<file path="src/rtl/fcg_pkg.sv">
// Shared types and helpers for the gate sequencer.
// Assumes the window select is 2 bits wide and that each code is ten times the previous one.
package fcg_pkg;

    typedef enum logic {
        PH_DEAD = 1'b0,
        PH_OPEN = 1'b1
    } phase_e;

    // Window length in timebase ticks for select code sel.
    function automatic int unsigned gate_ticks(input logic [1:0] sel, input int unsigned unit);
        int unsigned n;
        n = unit;
        for (int i = 0; i < 3; i++) begin
            if (i < int'(sel)) n = n * 10;
        end
        return n;
    endfunction

endpackage

</file>
<file path="src/rtl/fcg_prescale.sv">
// Divides the reference tick by DIV and gives a one-cycle timebase tick.
// Assumes ref_tick is a single-cycle enable. The chain runs freely, as a divider from an oscillator would.
module fcg_prescale #(
    parameter int unsigned DIV = 1000
) (
    input  logic clk,
    input  logic rst_n,
    input  logic ref_tick,
    output logic tb_tick
);
    localparam int unsigned W = (DIV > 1) ? $clog2(DIV) : 1;

    logic [W-1:0] cnt_q;
    logic         wrap;

    assign wrap    = (cnt_q == W'(DIV - 1));
    assign tb_tick = ref_tick && wrap;

    // Count reference ticks modulo DIV.
    always_ff @(posedge clk) begin
        if (!rst_n)        cnt_q <= '0;
        else if (ref_tick) cnt_q <= wrap ? '0 : cnt_q + 1'b1;
    end
endmodule

</file>
<file path="src/rtl/fcg_gate_timer.sv">
// Counts timebase ticks while the window is open and flags the tick that ends it.
// Assumes run falls on the cycle after expire. The counter is held at zero whenever run is low.
module fcg_gate_timer
    import fcg_pkg::*;
#(
    parameter int unsigned UNIT = 10
) (
    input  logic       clk,
    input  logic       rst_n,
    input  logic       run,
    input  logic       tb_tick,
    input  logic [1:0] len_sel,
    output logic       expire
);
    localparam int unsigned MAXLEN = UNIT * 1000;
    localparam int unsigned W      = $clog2(MAXLEN + 1);

    logic [W-1:0] cnt_q;
    logic [W-1:0] last;

    assign last   = W'(gate_ticks(len_sel, UNIT) - 1);
    assign expire = run && tb_tick && (cnt_q == last);

    // Advance on timebase ticks and clear while idle.
    always_ff @(posedge clk) begin
        if (!rst_n || !run) cnt_q <= '0;
        else if (tb_tick)   cnt_q <= expire ? '0 : cnt_q + 1'b1;
    end
endmodule

</file>
<file path="src/rtl/fcg_dead_timer.sv">
// Closed-phase timer. A sub-counter of UNIT timebase ticks drives a step counter.
// adv marks the tick that finishes a step, and step gives the value before that edge.
// Assumes the owner stops run before step would pass STEPS-1.
module fcg_dead_timer #(
    parameter int unsigned UNIT   = 10,
    parameter int unsigned STEPS  = 10,
    parameter int unsigned STEP_W = $clog2(STEPS)
) (
    input  logic              clk,
    input  logic              rst_n,
    input  logic              run,
    input  logic              tb_tick,
    output logic              adv,
    output logic [STEP_W-1:0] step
);
    localparam int unsigned SUB_W = (UNIT > 1) ? $clog2(UNIT) : 1;

    logic [SUB_W-1:0]  sub_q;
    logic [STEP_W-1:0] step_q;

    assign adv  = run && tb_tick && (sub_q == SUB_W'(UNIT - 1));
    assign step = step_q;

    // Two-level count that is held at zero outside the closed phase.
    always_ff @(posedge clk) begin
        if (!rst_n || !run) begin
            sub_q  <= '0;
            step_q <= '0;
        end else if (tb_tick) begin
            sub_q <= adv ? '0 : sub_q + 1'b1;
            if (adv) step_q <= step_q + 1'b1;
        end
    end
endmodule

</file>
<file path="src/rtl/fcg_sequencer.sv">
// Top of the gate sequencer. It holds the open/closed phase, latches the window
// select at reopening, and decodes the update, clear and re-arm steps of the closed phase.
// Assumes UPD_STEP < CLR_STEP < REARM_STEP and that every input is synchronous to clk.
module fcg_sequencer
    import fcg_pkg::*;
#(
    parameter int unsigned PRESCALE   = 1000,
    parameter int unsigned GATE_UNIT  = 10,
    parameter int unsigned DEAD_UNIT  = 10,
    parameter int unsigned UPD_STEP   = 1,
    parameter int unsigned CLR_STEP   = 2,
    parameter int unsigned REARM_STEP = 9
) (
    input  logic       clk,
    input  logic       rst_n,
    input  logic       ref_tick,
    input  logic [1:0] gate_sel,
    input  logic       in_pulse,
    output logic       count_en,
    output logic       upd_stb,
    output logic       clr_stb,
    output logic       gate_open
);
    localparam int unsigned STEP_W = $clog2(REARM_STEP + 1);

    phase_e            phase_q;
    logic [1:0]        sel_q;
    logic              tb_tick;
    logic              expire;
    logic              adv;
    logic [STEP_W-1:0] step;
    logic              hit_upd, hit_clr, hit_rearm;
    logic              upd_q, clr_q;

    fcg_prescale #(.DIV(PRESCALE)) u_pre (
        .clk     (clk),
        .rst_n   (rst_n),
        .ref_tick(ref_tick),
        .tb_tick (tb_tick)
    );

    fcg_gate_timer #(.UNIT(GATE_UNIT)) u_gate (
        .clk    (clk),
        .rst_n  (rst_n),
        .run    (phase_q == PH_OPEN),
        .tb_tick(tb_tick),
        .len_sel(sel_q),
        .expire (expire)
    );

    fcg_dead_timer #(
        .UNIT  (DEAD_UNIT),
        .STEPS (REARM_STEP + 1),
        .STEP_W(STEP_W)
    ) u_dead (
        .clk    (clk),
        .rst_n  (rst_n),
        .run    (phase_q == PH_DEAD),
        .tb_tick(tb_tick),
        .adv    (adv),
        .step   (step)
    );

    assign hit_upd   = adv && (step == STEP_W'(UPD_STEP - 1));
    assign hit_clr   = adv && (step == STEP_W'(CLR_STEP - 1));
    assign hit_rearm = adv && (step == STEP_W'(REARM_STEP - 1));

    // Phase flip-flop: it is cleared by the window expiry and set again by the re-arm step.
    always_ff @(posedge clk) begin
        if (!rst_n)                                   phase_q <= PH_DEAD;
        else if (phase_q == PH_OPEN && expire)        phase_q <= PH_DEAD;
        else if (phase_q == PH_DEAD && hit_rearm)     phase_q <= PH_OPEN;
    end

    // Capture the window select at the moment the window reopens.
    always_ff @(posedge clk) begin
        if (!rst_n)                                   sel_q <= 2'b00;
        else if (phase_q == PH_DEAD && hit_rearm)     sel_q <= gate_sel;
    end

    // One-cycle strobes raised on entry to their step.
    always_ff @(posedge clk) begin
        if (!rst_n) begin
            upd_q <= 1'b0;
            clr_q <= 1'b0;
        end else begin
            upd_q <= hit_upd;
            clr_q <= hit_clr;
        end
    end

    assign gate_open = (phase_q == PH_OPEN);
    assign count_en  = in_pulse && gate_open;
    assign upd_stb   = upd_q;
    assign clr_stb   = clr_q;
endmodule

</file>
<file path="config.mk">
export PLATFORM = sky130hd
export DESIGN_NAME = fcg_sequencer
export DESIGN_NICKNAME = d
export VERILOG_FILES = /design/src/rtl/fcg_pkg.sv /design/src/rtl/fcg_prescale.sv /design/src/rtl/fcg_gate_timer.sv /design/src/rtl/fcg_dead_timer.sv /design/src/rtl/fcg_sequencer.sv
export SDC_FILE = /design/constraint.sdc
export NUM_CORES = 1
export LEC_CHECK = 0
export ABC_AREA = 1
export BUFFER_PORTS_ARGS = -buffer_cell sky130_fd_sc_hd__buf_2
export CELL_PAD_IN_SITES_DETAIL_PLACEMENT = 1
export CELL_PAD_IN_SITES_GLOBAL_PLACEMENT = 1
export CORE_UTILIZATION = 39
export DETAILED_ROUTE_END_ITERATION = 16
export GPL_TIMING_DRIVEN = 0
export PLACE_DENSITY_LB_ADDON = 0.1
export SLEW_MARGIN = 20
export SYNTH_ARGS = -nofsm -noshare
export SYNTH_HDL_FRONTEND = slang
export SYNTH_SLANG_ARGS = --single-unit
</file>
<file path="constraint.sdc">
create_clock -name clk -period 1.6 [get_ports clk]
set_input_delay 0.24 -clock clk [delete_from_list [all_inputs] [get_ports clk]]
set_output_delay 0.24 -clock clk [all_outputs]
set_load 0.005 [all_outputs]
</file>
==> impl_results.md, run 1 <==
* CP Capture Type: flip-flop
* Yosys top cell by area: dfxtp_1
* Core area at 0.005540 mm2
* CTS buffer count at 5
* Top cells by area, synth: dfxtp_1 33%, nand2_1 17%, nor2_1 11%, inv_1 9.4%, ha_1 8.9%
* Max-Cap Viols at 0
* Number of fill cells in the layout at 720
* CP required at 1790 ps
* Lkg Pwr at 1.244 nW
* Pwr dens at 598.6 mW/mm2
* Clk pwr share at 0.418
* Pin count of the biggest net entering global routing at 14
* R2R Path Start: sel_q[0]$_SDFFE_PN0P_
* Worst EP arrival at 1930 ps
* Worst Setup Slack, final at -134.9 ps
* Worst setup path startpoint: sel_q[0]$_SDFFE_PN0P_
* R2r setup slk at -130 ps
* DPL Wire Length at 3.985 mm
* Share of cells above drive strength 1 at 0.2100
* Area growth from synthesis to layout at 24.01%
* Most common cell after layout, fill and taps aside: nand2_1
* Non-Filler Instances at 453
* Slowest Stage Delay on Critical Path at 410 ps
* Seq/Total Area, Yosys at 0.3298
* Residual DRC at 0
* RSZ-0062 raised after global routing: true
* N_diodes at 0
* Die W at 77.89 um
* Type of the worst setup path: reg -> reg
* Die ar. at 0.006066 mm2
* Failing checks: setup timing
* Total grt overflow at 0
* CP max FO at 5
* Synth Cell Area at 0.002246 mm2
* Worst reg2reg path depth at 13
* GPL Wtd Cong at 0.7578
* Worst Tran Pin Value at 407.6 ps
* Setup Slack @ Placement at -254.1 ps
* Most frequent cells in the layout: 97 x nand2_1, 54 x nor2_1, 51 x inv_1
* Clk buf depth at 2
* FF-to-FF End: u_gate.cnt_q[10]$_SDFFE_PP0P_
* # H-tree levels at 2
* Number of synthesized register bits at 37
* Fmax at 576.4 MHz
* First-pass GRT wire length at 9.425 mm
* CTS tree: done
* Worst Skew at 11.34 ps
* Maximum vdd drop at 0.0002696 V
* Mapped Cells at 351
* Clock slew at reported path FFs at 80 ps
* # rows at 27
* Number of buffers and inverters on the critical path at 4
* Drt wl/cell at 12.76 um
* Type of the worst min-delay path: in -> reg
* Slew HR at 0.7273
* GRT Overall Usage at 0.1971
* Register area at 755.7 um2
* Yosys cell types at 25
* DRT Wirelength at 5.781 mm
* PortBufs at 7
* Crit path max-delay family: simple AND/OR/NAND/NOR gates
* Critical Path Start Type: flip-flop
* Status: finished with violations
* Combinational Power Share at 0.025
* Clock Latency Late Sink at 300 ps
* Die Y at 77.89 um
* Initial Util at 0.4054
* Hold endpoint: sel_q[1]$_SDFFE_PN0P_
* Hold slack at 167.5 ps
* Pint at 1.247 mW
* Via Count at 2125
* Multi-input combinational cell area at 0.001413 mm2
* Layout Nets at 402
* Synth Warn # at 0
* Initial antenna violation count at 0
* Clock sinks at 37
* Vias per cell at 4.691
* Hold_sp: gate_sel[1]
* Number of global-route vias before repair at 2116
* # IOs at 10
* Root Buffer: clkbuf_8
* Seq pwr share at 0.556
* TritonRoute pass-1 iters at 4
* CP max-delay cell: dfxtp_4
* Worst path cell trace: inv_6, ha_4, inv_4, ha_4, inv_2, nand2_2, nand2_2, nand3_2, nor2_2, nand3_2, nand2_4, buf_6, nor2_1
* Post-route ant nets at 0
* Yosys top cell area share at 0.3298
* Syn_nets at 373
* Final setup viols at 13
* Initial drt markers at 67
* Final period util at 1.084
* Sw Pwr at 0.4200 mW
* Final hold viol count at 0
* Final min period at 1735 ps
* Syn_area_per_cell at 6.399 um2
* Placed cells at 430
* Slew Viols, Final at 0
* Worst hold stages at 3
* Sw Ratio at 0.2519
## worst max-delay path by stage
stage	to	slack (ps)	cells past startpoint
after global placement	u_gate.cnt_q[8]$_SDFFE_PP0P_	-250	13
final	u_gate.cnt_q[10]$_SDFFE_PP0P_	-130	13
after floorplan	u_gate.cnt_q[8]$_SDFFE_PP0P_	3	13
after CTS	u_gate.cnt_q[8]$_SDFFE_PP0P_	-120	12
after detailed placement	u_gate.cnt_q[6]$_SDFFE_PP0P_	-250	13
after global routing	u_gate.cnt_q[4]$_SDFFE_PP0P_	-220	13
## per-layer routing
metal,global-route usage,wire [um],up-vias
met1,0.2545,2860,976
met5,0,0,-
li1,-,-,1128
met2,0.3292,2766,14
met3,0.03294,88,7
met4,0.06792,66,0
## power by group through the flow
stage               Combinational [mW]  Clock, mW  Sequential, mW
detailed placement              0.0380          0           0.949
global placement                0.0369          0           0.949
CTS                             0.0380      0.719           0.926
floorplan                       0.0252          0           0.948
global route                    0.0481      0.756           0.929
finish                          0.0425      0.697           0.927
## sequential cells by signal, indices dropped and copies added, names as in the netlist
name / flops
u_gate.cnt_q: 14
u_pre.cnt_q: 10
u_dead.step: 4
u_dead.sub_q: 4
sel_q: 2
clr_stb: 1
gate_open: 1
upd_stb: 1
## worst register-to-register path, cell delays in order, from the launching register on
cell     delay [ps]
dfxtp_4         410
inv_6            50
ha_4            170
inv_4            60
ha_4            190
inv_2            50
nand2_2          40
nand2_2          90
nand3_2          70
nor2_2          100
nand3_2         120
nand2_4         110
buf_6           140
nor2_1           40
## cells in the mapped netlist (all sizes together)
| cell | count |
|---|---|
| a21oi | 6 |
| a31oi | 1 |
| and3 | 1 |
| buf | 5 |
| dfxtp | 37 |
| ha | 16 |
| inv | 57 |
| nand2 | 105 |
| nand3 | 18 |
| nand3b | 1 |
| nand4 | 8 |
| nor2 | 67 |
| nor3 | 10 |
| nor3b | 4 |
| o21ai | 6 |
| or2 | 1 |
| xnor2 | 1 |
| xor2 | 7 |
## cell type report
| cell class | instances | share of cell area |
|---|---|---|
| Inverter | 57 | 0.08131 |
| Clock inverter | 3 | 0.007637 |
| Multi-Input combinational cell | 252 | 0.5072 |
| Timing Repair Buffer | 22 | 0.05975 |
| Buffer | 5 | 0.01572 |
| Sequential cell | 37 | 0.2713 |
| Tap cell | 72 | 0.03235 |
| Clock buffer | 5 | 0.02471 |
## stage by stage
| stage | total power [mW] | area [um2] | util | TNS (ps) |
|---|---|---|---|---|
| finish | 1.667 | 2785 | 0.5027 | -1551 |
| global route | 1.732 | 2785 | 0.5027 | -3272 |
| CTS | 1.683 | 2613 | 0.4715 | -1480 |
| detailed placement | 0.9871 | 2396 | 0.4325 | -2816 |
| global placement | 0.9857 | 2396 | 0.4325 | -2736 |
| floorplan | 0.9732 | 2271 | - | 0 |
## timing repair
| action | in CTS | in global routing |
|---|---|---|
| resized for setup | 18 | 37 |
| setup buffers | 8 | 6 |
| endpoints found under the setup margin | 17 | 33 |
| gates cloned | 1 | 0 |
| pin swaps | 5 | 15 |
| hold buffers | 0 | 0 |
## cell families (layout without fill, tap and decap cells)
kind of cell | count (synthesis) | after routing | share of synthesized area
flops | 37 | 37 | 0.3298
xor+xnor | 8 | 8 | 0.03120
fa+ha+maj | 16 | 16 | 0.08914
compound gates | 13 | 13 | 0.02952
buf+inv | 62 | 92 | 0.1148
simple gates | 215 | 215 | 0.4056
Note: power is estimated with default switching activity, not from simulation.
==> run 2, diff against run 1 <==
Settings changed: GPL_TIMING_DRIVEN 0 to default.
==> run 2 against run 1 <==
  * The flow still finishes with violations (setup timing)
  * Highest routed layer unchanged
  * Fmax up 2.8%
  * Flip-flop and latch count unchanged
  * Die area unchanged
  * Final cell count up 3.1%
  * Routed wire length up 7.9%
  * Critical path depth unchanged
  * Sequential power about the same
  * Sequential share of layout area down 1.3 points
  * Clock power down 1%
  * Largest cell class unchanged
  * Combinational power up 42%
  * Critical endpoint is now gate_open$_SDFFE_PP0P_
  * Non-clock buffer count up 12
==> impl_results.md, run 2 (synthesis gave the netlist of run 1 again) <==
* Status: finished with violations (unchanged)
* Failing checks: setup timing (unchanged)
* Die Y at 77.89 um (unchanged)
* Share of cells above drive strength 1 at 0.2405 (was 0.2100)
* Final core utilization at 0.5248 (was 0.5027)
* Final hold viol count at 0 (unchanged)
* Setup Slack @ Placement at -172.2 ps (was -254.1 ps)
* Largest Register: u_gate.cnt_q (unchanged)
* Sw Pwr at 0.4174 mW (was 0.4200 mW)
* Combinational Power Share at 0.036 (was 0.025)
* Most frequent cells in the layout: 94 x nand2_1, 55 x nor2_1, 50 x inv_1 (was 97 x nand2_1, 54 x nor2_1, 51 x inv_1)
* Die W at 77.89 um (unchanged)
* Die ar. at 0.006066 mm2 (unchanged)
* Post-Route M1 WL at 2.959 mm (was 2.860 mm)
* Worst Skew at 13.87 ps (was 11.34 ps)
* Pin count of the biggest net entering global routing at 14 (unchanged)
* Clock Latency Late Sink at 300 ps (about the same)
* Final min period at 1687 ps (was 1735 ps)
* Pint at 1.260 mW (was 1.247 mW)
* Initial antenna violation count at 0 (unchanged)
* Regs by FF count: u_gate.cnt_q: 14 flops, u_pre.cnt_q: 10 flops (unchanged)
* Area growth from synthesis to layout at 29.47% (was 24.01%)
* RSZ-0062 raised after global routing: true (unchanged)
* Pwr dens at 577.0 mW/mm2 (was 598.6 mW/mm2)
* Worst Setup Slack, final at -87.42 ps (was -134.9 ps)
* Initial drt markers at 53 (was 67)
* Hold slack at 174.6 ps (was 167.5 ps)
* CP Capture Type: flip-flop (unchanged)
* Clk pwr share at 0.411 (was 0.418)
* First-pass GRT wire length at 9.901 mm (was 9.425 mm)
* Fmax at 592.6 MHz (was 576.4 MHz)
* Most common cell after layout, fill and taps aside: nand2_1 (unchanged)
* # rows at 27 (unchanged)
* Final Power at 1.678 mW (was 1.667 mW)
* GPL Wtd Cong at 0.7344 (was 0.7578)
* Met2 wire len at 3.039 mm (was 2.766 mm)
* Lkg Pwr at 1.312 nW (was 1.244 nW)
* PortBufs at 9 (was 7)
* Clock sinks at 37 (unchanged)
* CTS buffer count at 5 (unchanged)
* GRT Overall Usage at 0.2087 (was 0.1971)
* N_diodes at 0 (unchanged)
* Slew Viols, Final at 0 (unchanged)
* TritonRoute pass-1 iters at 4 (unchanged)
* Clk buf depth at 2 (unchanged)
* Total grt overflow at 0 (unchanged)
* Max-Cap Viols at 0 (unchanged)
* Slew HR at 0.7861 (was 0.7273)
* Worst EP arrival at 1900 ps (was 1930 ps)
* Final setup viols at 13 (unchanged)
* Drt wl/cell at 13.36 um (was 12.76 um)
* DPL Wire Length at 4.548 mm (was 3.985 mm)
* Final period util at 1.055 (was 1.084)
* Core area at 0.005540 mm2 (unchanged)
* Residual DRC at 0 (unchanged)
* Max Used Layer: met4 (unchanged)
* Layout Nets at 416 (was 402)
* Type of the worst setup path: reg -> reg (unchanged)
* Root Buffer: clkbuf_8 (unchanged)
* CP max FO at 4 (was 5)
* Via Count at 2226 (was 2125)
* # H-tree levels at 2 (unchanged)
* CTS tree: done (unchanged)
* Clock slew at reported path FFs at 90 ps (was 80 ps)
* Type of the worst min-delay path: in -> reg (unchanged)
* Sw Ratio at 0.2488 (was 0.2519)
* Post-route ant nets at 0 (unchanged)
* DRT Wirelength at 6.237 mm (was 5.781 mm)
* # IOs at 10 (unchanged)
* Max reg flops at 14 (unchanged)
* Critical Path Start Type: flip-flop (unchanged)
* WL met3 at 165 um (was 88 um)
* Maximum vdd drop at 0.0003537 V (was 0.0002696 V)
* Setup total negative slack at -810.3 ps (was -1551 ps)
* Number of fill cells in the layout at 755 (was 720)
* Number of global-route vias before repair at 2200 (was 2116)
* Vias per cell at 4.767 (was 4.691)
* CP required at 1810 ps (was 1790 ps)
* Initial Util at 0.4054 (unchanged)
* Seq pwr share at 0.553 (was 0.556)
* Worst Tran Pin Value at 318.4 ps (was 407.6 ps)
run 2: path summary, 6_finish.rpt:
kind	cells after the start	to	start	slack, ps
setup / recovery	13	gate_open$_SDFFE_PP0P_	sel_q[1]$_SDFFE_PN0P_	-90
hold / removal	3	sel_q[1]$_SDFFE_PN0P_	gate_sel[1]	170
setup reg to reg	13	gate_open$_SDFFE_PP0P_	sel_q[1]$_SDFFE_PN0P_	-90
hold reg to reg	2	u_dead.sub_q[3]$_SDFFE_PP0P_	u_dead.sub_q[3]$_SDFFE_PP0P_	520
run 2: critical path, stage by stage, from the launching register on:
cell and delay [ps]:
dfxtp_4 370, inv_6 80, ha_2 170, inv_2 40
ha_4 240, inv_2 60, nand2_2 50, nand2_2 80
nand3_2 80, nor2_4 110, nand3_4 120, buf_6 140
nand2_2 40, nor2_1 30
run 2: layout make-up:
type / count / area [um2] / area share
flip-flops and latches: 37 / 750.7 / 0.2582
well taps: 72 / 90.09 / 0.03098
inverters: 57 / 226.5 / 0.07788
repair buffers: 39 / 297.8 / 0.1024
clock buffers: 5 / 68.82 / 0.02367
clock inverters: 3 / 21.27 / 0.007315
multi-input cells: 254 / 1453 / 0.4996
run 2: per-stage QoR:
step	cells	area, um2
final	467	2908
after global routing	467	2908
after CTS	463	2700
after detailed placement	454	2565
after global placement	454	2565
after floorplan	351	2271
run 2: power groups by stage:
stage / Sequential, mW / Clock (mW) / Combinational (mW)
4_1_cts: 0.927 / 0.707 / 0.0542
6_report: 0.927 / 0.690 / 0.0602
5_1_grt: 0.929 / 0.744 / 0.0681
2_1_floorplan: 0.948 / 0 / 0.0252
3_3_place_gp: 0.948 / 0 / 0.0509
3_5_place_dp: 0.948 / 0 / 0.0536
run 2: per-layer routing:
layer / vias up / GRT usage
met4: 0 / 0.06792
met5: - / 0
met2: 19 / 0.3549
li1: 1160 / -
met3: 6 / 0.03176
met1: 1041 / 0.2681
run 2: what timing repair did:
action / in CTS / in global routing
pin swaps: 5 / 17
gates cloned: 1 / 1
setup endpoints to repair: 13 / 27
hold buffers: 0 / 0
gates resized for setup: 11 / 44
setup buffers: 0 / 3
==> run 3, diff against run 2 <==
Settings changed: CORE_UTILIZATION 39 to 40, SYNTH_HIERARCHICAL from default to 1.
==> run 3 against run 2 <==
  * Routed wire length fell by 1.7%
  * The flow still finishes with violations (setup timing)
  * Synthesized cell count is 1.7% lower
  * Total power rose by 15%
  * Non-clock buffer count is 4 higher
  * Combinational power about the same
  * Sequential share of layout area down 0.60 points
==> impl_results.md, run 3 <==
* CTS buffer count at 5 (unchanged)
* Syn_nets at 365 (was 373)
* Die W at 78.22 um (was 77.89 um)
* Top cells by area, synth: dfxtp_1 32%, nand2_1 15%, nor2_1 8.2%, inv_1 7.6%, ha_1 7.5% (was dfxtp_1 33%, nand2_1 17%, nor2_1 11%, inv_1 9.4%, ha_1 8.9%)
* CP max FO at 6 (was 4)
* CTS tree: done (unchanged)
* # IOs at 10 (unchanged)
* Hold slack at 167.8 ps (was 174.6 ps)
* GRT Overall Usage at 0.2202 (was 0.2087)
* Die Y at 78.22 um (was 77.89 um)
* RSZ-0062 raised after global routing: true (unchanged)
* GPL Wtd Cong at 0.8412 (was 0.7344)
* Syn_area_per_cell at 6.735 um2 (was 6.399 um2)
* Initial Util at 0.4194 (was 0.4054)
* Total grt overflow at 0 (unchanged)
* Worst path cell trace: ha_4, nand3_4, nor3_4, nand2_1, inv_2, nand2_1, nor2_1, nand2_1, nor2_1, nand3_2, nand2_4, nor2_1 (was inv_6, ha_2, inv_2, ha_4, inv_2, nand2_2, nand2_2, nand3_2, nor2_4, nand3_4, buf_6, nand2_2, nor2_1)
* Most common cell after layout, fill and taps aside: nand2_1 (unchanged)
* Yosys top cell by area: dfxtp_1 (unchanged)
* Worst reg2reg path depth at 12 (was 13)
* Via Count at 2251 (was 2226)
* Clock sinks at 37 (unchanged)
* Number of synthesized register bits at 37 (unchanged)
* Final period util at 1.138 (was 1.055)
* Most frequent cells in the layout: 88 x nand2_1, 43 x nor2_1, 42 x inv_1 (was 94 x nand2_1, 55 x nor2_1, 50 x inv_1)
* N_diodes at 0 (unchanged)
* Synth Cell Area at 0.002323 mm2 (was 0.002246 mm2)
* Clk buf depth at 2 (unchanged)
* Mapped Cells at 345 (was 351)
* Area growth from synthesis to layout at 28.54% (was 29.47%)
* Hold_sp: gate_sel[1] (unchanged)
* Clock slew at reported path FFs at 80 ps (was 90 ps)
* Lkg Pwr at 1.331 nW (was 1.312 nW)
* Vias per cell at 4.830 (was 4.767)
* Most frequent cell after synthesis: nand2_1 (unchanged)
* Die ar. at 0.006118 mm2 (was 0.006066 mm2)
* Slowest Stage Delay on Critical Path at 360 ps (was 370 ps)
* Type of the worst setup path: reg -> reg (unchanged)
* Met1 Track Usage GR at 0.2584 (was 0.2681)
* FF-to-FF End: u_gate/cnt_q[8]$_SDFFE_PP0P_ (was gate_open$_SDFFE_PP0P_)
* Status: finished with violations (unchanged)
* Seq/Total Area, Yosys at 0.3188 (was 0.3298)
* Type of the worst min-delay path: in -> reg (unchanged)
* Most Crowded Layer GR: met2 (unchanged)
* Failing checks: setup timing (unchanged)
* Post-synth EDFFs at 0 (unchanged)
* Root Buffer: clkbuf_8 (unchanged)
* Final Power at 1.927 mW (was 1.678 mW)
* Layout Nets at 413 (was 416)
* Top_reg_cell synth: dfxtp_1 (unchanged)
* Post-CTS Hold Fix Bufs at 0 (unchanged)
* Yosys top cell area share at 0.3188 (was 0.3298)
* Clock Latency Late Sink at 290 ps (was 300 ps)
* M2 GR Usage at 0.4009 (was 0.3549)
* DPL Wire Length at 4.710 mm (was 4.548 mm)
* Met3 global-route usage at 0.03837 (was 0.03176)
* Core area at 0.005540 mm2 (unchanged)
* Final hold viol count at 0 (unchanged)
* Max reg flops at 14 (unchanged)
* Critical Path Start Type: flip-flop (unchanged)
* Residual DRC at 0 (unchanged)
* Initial antenna violation count at 0 (unchanged)
* Post-synth top cells: 91 x nand2_1, 51 x nor2_1, 47 x inv_1, 37 x dfxtp_1, 20 x nand3_1 (was 104 x nand2_1, 65 x nor2_1, 56 x inv_1, 37 x dfxtp_1, 17 x nand3_1)
* Drt wl/cell at 13.15 um (was 13.36 um)
* CP max-delay cell: dfxtp_2 (was dfxtp_4)
* R2r setup slk at -220 ps (was -90 ps)
* First-pass GRT wire length at 10.45 mm (was 9.901 mm)
* Synth Warn # at 6 (was 0)
* Maximum vdd drop at 0.0003574 V (was 0.0003537 V)
* Hold endpoint: sel_q[1]$_SDFFE_PN0P_ (unchanged)
* Post-synth ARST share at 0 (unchanged)
* Fmax at 549.3 MHz (was 592.6 MHz)
* Initial drt markers at 68 (was 53)
* Worst hold stages at 3 (unchanged)
* TritonRoute pass-1 iters at 4 (unchanged)
* R2R Path Start: u_pre/cnt_q[1]$_SDFFE_PN0P_ (was sel_q[1]$_SDFFE_PN0P_)
* Max-Cap Viols at 0 (unchanged)
* DRT Wirelength at 6.130 mm (was 6.237 mm)
* Share of cells above drive strength 1 at 0.2970 (was 0.2405)
* Pwr dens at 645.1 mW/mm2 (was 577.0 mW/mm2)
* Largest Register: u_gate/cnt_q (was u_gate.cnt_q)
* Regs by FF count: u_gate/cnt_q: 14 flops, u_pre/cnt_q: 10 flops (was u_gate.cnt_q: 14 flops, u_pre.cnt_q: 10 flops)
* Slew Viols, Final at 0 (unchanged)
* Post-route ant nets at 0 (unchanged)
* CP required at 1790 ps (was 1810 ps)
* Pin count of the biggest net entering global routing at 14 (unchanged)
* PortBufs at 9 (unchanged)
* Slew HR at 0.7887 (was 0.7861)
* Number of global-route vias before repair at 2313 (was 2200)
* CP Capture Type: flip-flop (unchanged)
* Worst EP arrival at 2010 ps (was 1900 ps)
* # rows at 27 (unchanged)
* Final min period at 1820 ps (was 1687 ps)
* Yosys cell types at 32 (was 25)
* Worst Setup Slack, final at -220.5 ps (was -87.42 ps)
* Worst Skew at 4.500 ps (was 13.87 ps)
* Final setup viols at 18 (was 13)
* Worst Tran Pin Value at 314.5 ps (was 318.4 ps)
* # H-tree levels at 2 (unchanged)
## run 3: changes by cell type after synthesis, sizes merged, moves of 2 or more
cell,previous run,this run
buf,5,2
xor2,7,11
o21ai,6,8
ha,16,14
nand3,18,22
nor3b,4,1
a21oi,6,12
nor2,67,61
inv,57,52
nand2,105,98
## run 3: what timing repair did
| item | CTS | global route |
|---|---|---|
| resized for setup | 19 | 18 |
| setup endpoints to repair | 26 | 26 |
| setup buffers | 1 | 0 |
| pin swaps | 4 | 4 |
| cloned | 1 | 0 |
## run 3: report_power, final
part / internal [mW] / switching [mW] / total, mW
logic: 0.0256 / 0.0343 / 0.0600
clock network: 0.565 / 0.374 / 0.940
registers: 0.923 / 0.00412 / 0.927
total: 1.51 / 0.413 / 1.93
## run 3: final cells by class
| cell class | count | area, um2 |
|---|---|---|
| Timing Repair Buffer | 43 | 307.8 |
| Clock buffer | 6 | 93.84 |
| Inverter | 52 | 197.7 |
| Sequential cell | 37 | 753.2 |
| Multi-Input combinational cell | 254 | 1505 |
| Tap cell | 72 | 90.09 |
| Fill cell | 736 | 2554 |
| Clock inverter | 2 | 38.79 |
## run 3: metrics by stage
step | worst slack (ps) | util | cell area, um2 | TNS, ps | cells
floorplan | -221.9 | - | 2366 | -2641 | 345
global placement | -210.4 | 0.4912 | 2721 | -2608 | 456
global route | -318.2 | 0.5391 | 2987 | -5294 | 466
CTS | -202.4 | 0.5298 | 2935 | -2919 | 466
detailed placement | -265.2 | 0.4912 | 2721 | -3754 | 456
finish | -220.5 | 0.5391 | 2987 | -2994 | 466
## run 3: logic make-up (layout without fill, tap and decap cells)
| family | after synthesis | after routing | share of synthesized area |
|---|---|---|---|
| buffers and inverters | 55 | 103 | 0.09424 |
| xor gates and xnor gates | 13 | 13 | 0.04900 |
| and+or+nand+nor | 204 | 205 | 0.4087 |
| adders and majority gates | 14 | 14 | 0.07539 |
| AOI/OAI and AO/OA | 21 | 21 | 0.04954 |
| muxes | 1 | 1 | 0.004308 |
| DFF | 37 | 37 | 0.3188 |
## run 3: per-layer routing
metal	share of wire	wire length, um
met5	0	0
met3	0.019	117
met4	0.015	93
met2	0.51	3127
met1	0.46	2792
## run 3: critical path, delay by kind of cell (launching register included)
kind	cells	cell delay, ps
buf+inv	1	80
flops	1	360
fa+ha+maj	1	150
simple gates	10	1110
## run 3: worst max path at each step
stage / slack (ps) / to / startpoint / cells past startpoint
floorplan: -220 / u_gate/cnt_q[7]$_SDFFE_PP0P_ / u_pre/cnt_q[1]$_SDFFE_PN0P_ / 14
global placement: -210 / u_gate/cnt_q[7]$_SDFFE_PP0P_ / u_pre/cnt_q[1]$_SDFFE_PN0P_ / 9
detailed placement: -270 / u_gate/cnt_q[3]$_SDFFE_PP0P_ / sel_q[0]$_SDFFE_PN0P_ / 13
CTS: -200 / u_gate/cnt_q[13]$_SDFFE_PP0P_ / u_pre/cnt_q[1]$_SDFFE_PN0P_ / 12
global route: -320 / gate_open$_SDFFE_PP0P_ / u_pre/cnt_q[0]$_SDFFE_PN0P_ / 11
finish: -220 / u_gate/cnt_q[8]$_SDFFE_PP0P_ / u_pre/cnt_q[1]$_SDFFE_PN0P_ / 12
